===== src/rtl/bus_clk_div.sv =====
module bus_clk_div #(
  parameter int SYNC_STAGES = 2,
  parameter int CNT_W       = 4
) (
  input  logic       clk_ref,
  input  logic       clk_osc,
  input  logic       rst_n,
  input  logic [2:0] ratio_sel,
  input  logic       fast_mode,
  output logic       bus_clk,
  output logic       rise_en
);

  localparam logic [2:0] OSC_CODE = 3'd0;

  logic [SYNC_STAGES:0] osc_sync;
  logic                 osc_rise;
  logic                 src_osc, hold, out_q, rise_q, out_d;
  logic [CNT_W-1:0]     div, cnt, hi_cnt, req_div;
  logic                 req_osc, bnd, switching;

  function automatic logic [CNT_W-1:0] pick_div(input logic fast, input logic [2:0] code);
    logic [CNT_W-1:0] r;
    case ({fast, code})
      4'b1_001: r = CNT_W'(2);
      4'b1_010, 4'b0_001: r = CNT_W'(3);
      4'b1_011, 4'b0_010: r = CNT_W'(4);
      4'b1_100, 4'b0_011: r = CNT_W'(5);
      4'b1_101, 4'b0_100: r = CNT_W'(6);
      4'b1_110, 4'b0_101: r = CNT_W'(8);
      4'b1_111, 4'b0_110: r = CNT_W'(10);
      4'b0_111: r = CNT_W'(12);
      default:  r = CNT_W'(2);
    endcase
    return r;
  endfunction

  always_ff @(posedge clk_ref or negedge rst_n)
    if (!rst_n) osc_sync <= '0;
    else        osc_sync <= {osc_sync[SYNC_STAGES-1:0], clk_osc};

  assign osc_rise  = osc_sync[SYNC_STAGES-1] & ~osc_sync[SYNC_STAGES];
  assign req_osc   = (ratio_sel == OSC_CODE);
  assign req_div   = pick_div(fast_mode, ratio_sel);
  assign hi_cnt    = div >> 1;
  assign bnd       = src_osc ? (osc_rise && !out_q) : (cnt == div - 1'b1);
  assign switching = bnd && (req_osc != src_osc);

  always_comb begin
    if (bnd)
      out_d = !switching && !(src_osc && hold);
    else if (src_osc)
      out_d = (osc_rise && out_q) ? 1'b0 : out_q;
    else
      out_d = !hold && ((cnt + 1'b1) < hi_cnt);
  end

  always_ff @(posedge clk_ref or negedge rst_n) begin
    if (!rst_n) begin
      src_osc <= 1'b1;
      hold    <= 1'b1;
      div     <= CNT_W'(2);
      cnt     <= '0;
      out_q   <= 1'b0;
      rise_q  <= 1'b0;
    end else begin
      out_q  <= out_d;
      rise_q <= out_d & ~out_q;
      if (bnd) begin
        src_osc <= req_osc;
        div     <= req_div;
        hold    <= switching;
        cnt     <= '0;
      end else begin
        cnt <= src_osc ? '0 : cnt + 1'b1;
      end
    end
  end

  assign bus_clk = out_q;
  assign rise_en = rise_q;

  AST_RISE_ONCE: assert property (@(posedge clk_ref) disable iff (!rst_n) $rose(out_q) == rise_q);
  AST_CNT_RANGE: assert property (@(posedge clk_ref) disable iff (!rst_n) !src_osc |-> cnt < div);
  AST_HOLD_LOW:  assert property (@(posedge clk_ref) disable iff (!rst_n) hold |-> !out_q);
  AST_OSC_EDGE:  assert property (@(posedge clk_ref) disable iff (!rst_n) (src_osc && !osc_rise) |=> $stable(out_q));
  AST_CFG_AT_END: assert property (@(posedge clk_ref) disable iff (!rst_n) !bnd |=> ($stable(div) && $stable(src_osc)));

endmodule


===== config.mk =====
export PLATFORM = sky130hd
export DESIGN_NAME = bus_clk_div
export DESIGN_NICKNAME = d
export VERILOG_FILES = /design/src/rtl/bus_clk_div.sv
export SDC_FILE = /design/constraint.sdc
export NUM_CORES = 1
export LEC_CHECK = 0
export BUFFER_PORTS_ARGS = -buffer_cell sky130_fd_sc_hd__buf_2
export CORE_MARGIN = 2
export CORE_UTILIZATION = 44
export CTS_BUF_LIST = sky130_fd_sc_hd__clkbuf_2 sky130_fd_sc_hd__clkbuf_4 sky130_fd_sc_hd__clkbuf_8
export DETAILED_ROUTE_END_ITERATION = 10
export PLACE_DENSITY = 0.6
export RECOVER_POWER = 50
export SYNTH_ARGS = -nofsm -noshare
export SYNTH_HDL_FRONTEND = slang
export SYNTH_SLANG_ARGS = --single-unit

===== constraint.sdc =====
create_clock -name clk_ref -period 5.8 [get_ports clk_ref]
set_clock_uncertainty 0.1 [all_clocks]
set_input_delay 1.45 -clock clk_ref [delete_from_list [all_inputs] [get_ports clk_ref]]
set_output_delay 1.45 -clock clk_ref [all_outputs]
set_load 0.03 [all_outputs]

==> metrics.csv, run 1 <==
metric,value,unit
die-area,2670,um2
grt_max_degree,16,
tns,0,ns
async_reset_ff_frac,1.00,
finalSetupViolations,0,
grt_pass1_vias,701,
synth_cell_type_count,40,
syn_area,1000,um2
path_max_fanout,9,
antenna_found_initial,0,
row_count,17,
power_density,580,nW/um2
dr.pass1.iters,4,
h-tree-depth,1,
drt_iter0_drc,17,
required,5.90,ns
instances_no_fill,130,
r2r_setup_slack,3.65,ns
ys_seq_area_frac,0.379,
timing_worst_setup_path_type,in2reg,
layout.nets,118,
yosysMostFrequentCell,dfrtp_1,
dp_slack,2.96,ns
synth-seq-cells,15,
status,completed,
avgSynthCellArea,10.7,um2
grt_pass1_wl,3070,um
postCtsSetupBuffers,0,
drv_cap,0,
yosys.area.top_type,dfrtp_1,
fmax,0.394,GHz
fp.dieW,51.7,um
end_kind,flop,
hold_path.class,reg2reg,
worst_slack,3.26,ns
use_met2,0.246,
ir_worst_vdd,270,uV
hpwl,1300,um
grtUsageMet1,0.209,
grt-busiest-layer,met2,
synth_warnings,0,
finalWeightedCongestion,0.792,
arrival,2.64,ns
drt_wl_total,1650,um
grtUsageTotal,0.159,
leakage,0.491,nW
cts_resized,0,
clock_latency,0.28,ns
die_height,51.7,um
synthTopCellsByCount,"dfrtp_1 (12), ha_1 (8), inv_1 (7)",
drc,0,
postSynthCellCount,93,
fillers,215,
cts.reportedPaths.clkPinSlew,0.09,ns
overflow,0,
synth_fp_nets,108,
synth.top_cells.by_area,"dfrtp_1 (30%), ha_1 (10%), dfstp_2 (7.9%), mux2i_1 (5.0%), xor2_1 (4.4%)",
wl_per_cell,12.7,um
drive_gt1_frac,0.196,
syn2layout_area_growth,8.89,%
met3_usage,0.0345,
coreArea,2170,um2
cts-root-buf,clkbuf_4,
ios,9,
dp_cells,126,
vias,687,
relSlewSlack,0.480,
rsz0062_at_grt,false,
cts_tree,built,
period_minus_slack,2.54,ns
cts.sinks,15,
vias_per_cell,5.28,
synth-main-ff-cell,dfrtp_1,
clock_path_buffers,2,
critPathLaunchType,input port,
cts_hold_buffers,0,
io_buffer_count,8,
numCtsBuffers,3,
fin_crit_sh,0.438,
synth_edf_count,0,
drtAntennaViolNets,0,
antenna_cells,0,
initial_core_util,0.461,
final_hold_viol_count,0,
max_slew.worst_pin.slew,0.780,ns
synth_top_area_frac,0.300,
finalMaxSlewViolations,0,
==> cell usage in the layout, fill, tap and decap left out, types with 3 or more instances in the layout <==
cell type | Yosys | layout
buf_2 | 0 | 7
clkbuf_4 | 0 | 4
dfrtp_1 | 12 | 12
dfstp_2 | 3 | 3
ha_1 | 8 | 8
inv_1 | 7 | 7
mux2i_1 | 5 | 5
nand2_1 | 3 | 3
nand2b_1 | 3 | 3
nor2_1 | 6 | 6
o21ai_0 | 4 | 4
xor2_1 | 5 | 5
==> power breakdown <==
part | internal [W] | switching, W
logic | 0.000167 | 0.000192
registers | 0.000156 | 0.0000520
clock network | 0.0000313 | 0.0000324
==> layout make-up <==
cell class | instances | area [um2] | area share
clock buffer | 4 | 30.0 | 0.0276
inverter | 7 | 26.3 | 0.0241
multi-input combinational | 68 | 579 | 0.532
sequential | 15 | 379 | 0.348
tap | 28 | 35.0 | 0.0322
timing repair buffer | 8 | 38.8 | 0.0356
==> stage by stage <==
step | hold WS (ns) | cell area (um2) | utilization | power, W
global route | 0.291 | 1090 | 0.502 | 0.000694
floorplan | 0.231 | 1000 | - | 0.000505
finish | 0.252 | 1090 | 0.502 | 0.000631
global placement | 0.241 | 1060 | 0.488 | 0.000569
detailed placement | 0.235 | 1060 | 0.488 | 0.000573
CTS | 0.254 | 1090 | 0.502 | 0.000639
==> worst max-delay path, stage by stage <==
cell	delay, ns
buf_2	0.15
inv_1	0.08
ha_1	0.20
nand2b_1	0.17
nor4b_1	0.27
a31oi_1	0.07
a211oi_1	0.24
==> final timing paths <==
path | startpoint | to | cells past startpoint
max | ratio_sel[1] | rise_en | 7
max reg2reg | div[1] | div[1] | 6
max in group asynchronous | rst_n | cnt[1] | 1
min | osc_sync[0] | osc_sync[1] | 0
min in group asynchronous | rst_n | osc_sync[2] | 1
min reg2reg | osc_sync[0] | osc_sync[1] | 0
==> logic make-up after synthesis <==
group                      count (synthesis)  share of synthesized area
AOI/OAI and AO/OA                         19                      0.146
xor gates and xnor gates                   9                      0.108
adders and majority gates                  8                      0.100
buffers and inverters                     10                     0.0413
DFF                                       15                      0.379
muxes                                      6                     0.0651
and+or+nand+nor                           26                      0.160
==> sequential cells by signal, indices dropped and copies added (netlist names) <==
name and flops:
hold 1, cnt 4, bus_clk 1, rise_en 1
osc_sync 3, src_osc 1, div 4
==> layer usage <==
layer | vias to the layer above | part of all wire
met4 | 0 | 0.010
met1 | 326 | 0.47
li1 | 353 | -
met5 | - | 0
met3 | 2 | 0.019
met2 | 6 | 0.50
Power figures use the tool's default switching activity.
==> run 2, diff against run 1 <==
- PLACE_DENSITY: 0.6 -> 0.62
- clock period: 5.8 -> 2.11 ns (I/O delays scaled with it)
==> metrics.csv, run 2 (same netlist as run 1, synthesis figures left out) <==
metric,value,unit,change
cts.sinks,15,,unchanged
fin_total_pwr,0.00192,W,was 0.000631 W
swShare,0.435,,was 0.438
end_kind,flop,,unchanged
period_minus_slack,2.01,ns,
ir_worst_vdd,764,uV,was 270 uV
final_hold_viol_count,0,,unchanged
status,completed,,unchanged
p_sw,0.000832,W,was 0.000277 W
vias,737,,was 687
coreArea,2170,um2,unchanged
max_slew.worst_pin.slew,0.801,ns,was 0.780 ns
p_int,0.00108,W,was 0.000355 W
row_count,17,,unchanged
crit_start,div[1],,was ratio_sel[1]
syn2layout_area_growth,15.5,%,was 8.89%
grt_max_degree,16,,unchanged
timing_worst_setup_path_type,reg2reg,,was in2reg
critPathLaunchType,flop,,was input port
arrival,2.12,ns,was 2.64 ns
mostFrequentLayoutCells,"dfrtp_1 (12), inv_1 (7), ha_1 (7), buf_2 (7), nor2_1 (6)",,"was dfrtp_1 (12), ha_1 (8), inv_1 (7), buf_2 (7), nor2_1 (6)"
grt_pass1_vias,709,,was 701
final_area,1150,um2,was 1090 um2
drtAntennaViolNets,0,,unchanged
antenna_cells,0,,unchanged
die-area,2670,um2,unchanged
drt_iter0_drc,17,,unchanged
rsz0062_at_grt,false,,unchanged
finalSetupViolations,0,,unchanged
io_buffer_count,8,,unchanged
comb_power_share,0.613,,was 0.569
drive_gt1_frac,0.259,,was 0.196
numCtsBuffers,3,,unchanged
ios,9,,unchanged
reg2reg_from,div[1],,unchanged
finalMaxSlewViolations,0,,unchanged
vias_per_cell,5.42,,was 5.28
cts_hold_buffers,0,,unchanged
layout.nets,124,,was 118
instances_no_fill,136,,was 130
hold_path.class,in2async,,was reg2reg
antenna_found_initial,0,,unchanged
tns,0,ns,unchanged
pwr-share-seq,0.297,,was 0.330
initial_core_util,0.461,,unchanged
dr.pass1.iters,4,,unchanged
cts-root-buf,clkbuf_4,,unchanged
final_common_cell,dfrtp_1,,unchanged
top_regs,"cnt: 4 flops, div: 4 flops, osc_sync: 3 flops",,unchanged
fmax,0.498,GHz,
clockPowerShare,0.090,,was 0.101
drc,0,,unchanged
cts_tree,built,,unchanged
cts.reportedPaths.clkPinSlew,0.11,ns,was 0.09 ns
drt_wl_total,1810,um,was 1650 um
h-tree-depth,1,,unchanged
final_core_util,0.532,,was 0.502
placed_area,1080,um2,was 1060 um2
clock_latency,0.29,ns,was 0.28 ns
clock_path_buffers,2,,unchanged
required,2.22,ns,was 5.90 ns
grtUsageTotal,0.153,,was 0.159
power_density,1660,nW/um2,was 580 nW/um2
fp.dieW,51.7,um,unchanged
drv_cap,0,,unchanged
leakage,0.520,nW,was 0.491 nW
wl_per_cell,13.3,um,was 12.7 um
overflow,0,,unchanged
fillers,201,,was 215
path_max_fanout,4,,was 9
hpwl,1350,um,was 1300 um
dp_cells,129,,was 126
grt_pass1_wl,3020,um,was 3070 um
finalWeightedCongestion,0.791,,was 0.792
fin_crit_sh,0.951,,
relSlewSlack,0.466,,was 0.480
die_height,51.7,um,unchanged
==> run 2: changes by cell type in the layout (fill, tap and decap cells not counted) <==
cell      previous run  this run
ha_4                 0         1
buf_6                0         1
clkinv_2             0         1
xor2_1               5         4
ha_1                 8         7
buf_4                0         5
clkbuf_4             4         3
xor2_2               0         1
==> run 2: power by group through the flow <==
stage | registers (W) | logic, W | clock network (W)
after CTS | 0.000563 | 0.00104 | 0.000177
after global routing | 0.000587 | 0.00128 | 0.000184
after floorplan | 0.000563 | 0.000824 | 0
after global placement | 0.000564 | 0.00103 | 0
final | 0.000569 | 0.00117 | 0.000172
after detailed placement | 0.000568 | 0.00104 | 0
==> run 2: final timing paths <==
| kind | end | slack [ns] | depth (start not counted) |
|---|---|---|---|
| hold reg to reg | osc_sync[1] | 0.27 | 0 |
| hold / removal | cnt[3] | 0.18 | 1 |
| min in group clk_ref | osc_sync[0] | 0.23 | 1 |
| max in group asynchronous | div[2] | 1.22 | 1 |
| setup / recovery | div[2] | 0.10 | 7 |
| setup reg to reg | div[2] | 0.10 | 7 |
==> run 2: per-stage QoR <==
step                hold slack, ns  setup slack, ns
floorplan                    0.132           0.0974
global placement             0.236            0.112
detailed placement           0.247           0.0757
CTS                         0.0206           0.0546
global route                 0.222          0.00353
finish                       0.180            0.103
==> run 2: repair_timing <==
item / 4_1_cts / 5_1_grt
buffers inserted: 0 / 3
endpoints found under the hold margin: 0 / 0
resized for setup: 0 / 3
setup endpoints to repair: 0 / 4
==> run 2: final cells by class <==
class	instances	area, um2	share of cell area
multi-input cells	68	599	0.519
well taps	28	35.0	0.0303
flip-flops and latches	15	379	0.328
clock buffers	3	22.5	0.0195
clock inverters	1	5.00	0.00433
inverters	7	26.3	0.0228
repair buffers	14	87.6	0.0758
==> run 2: metal layers <==
layer / vias to the layer above / global-route usage / wire length [um]
met4: 0 / 0.0789 / 29
li1: 363 / - / -
met3: 4 / 0.0172 / 59
met5: - / 0 / 0
met1: 356 / 0.200 / 860
met2: 14 / 0.248 / 862
==> run 2: worst max-delay path, stage by stage, from the launching register on <==
cell	delay, ns
dfstp_2	0.57
inv_1	0.07
ha_4	0.27
xor2_2	0.17
nand3_4	0.12
o31ai_4	0.32
buf_6	0.15
mux2i_1	0.17
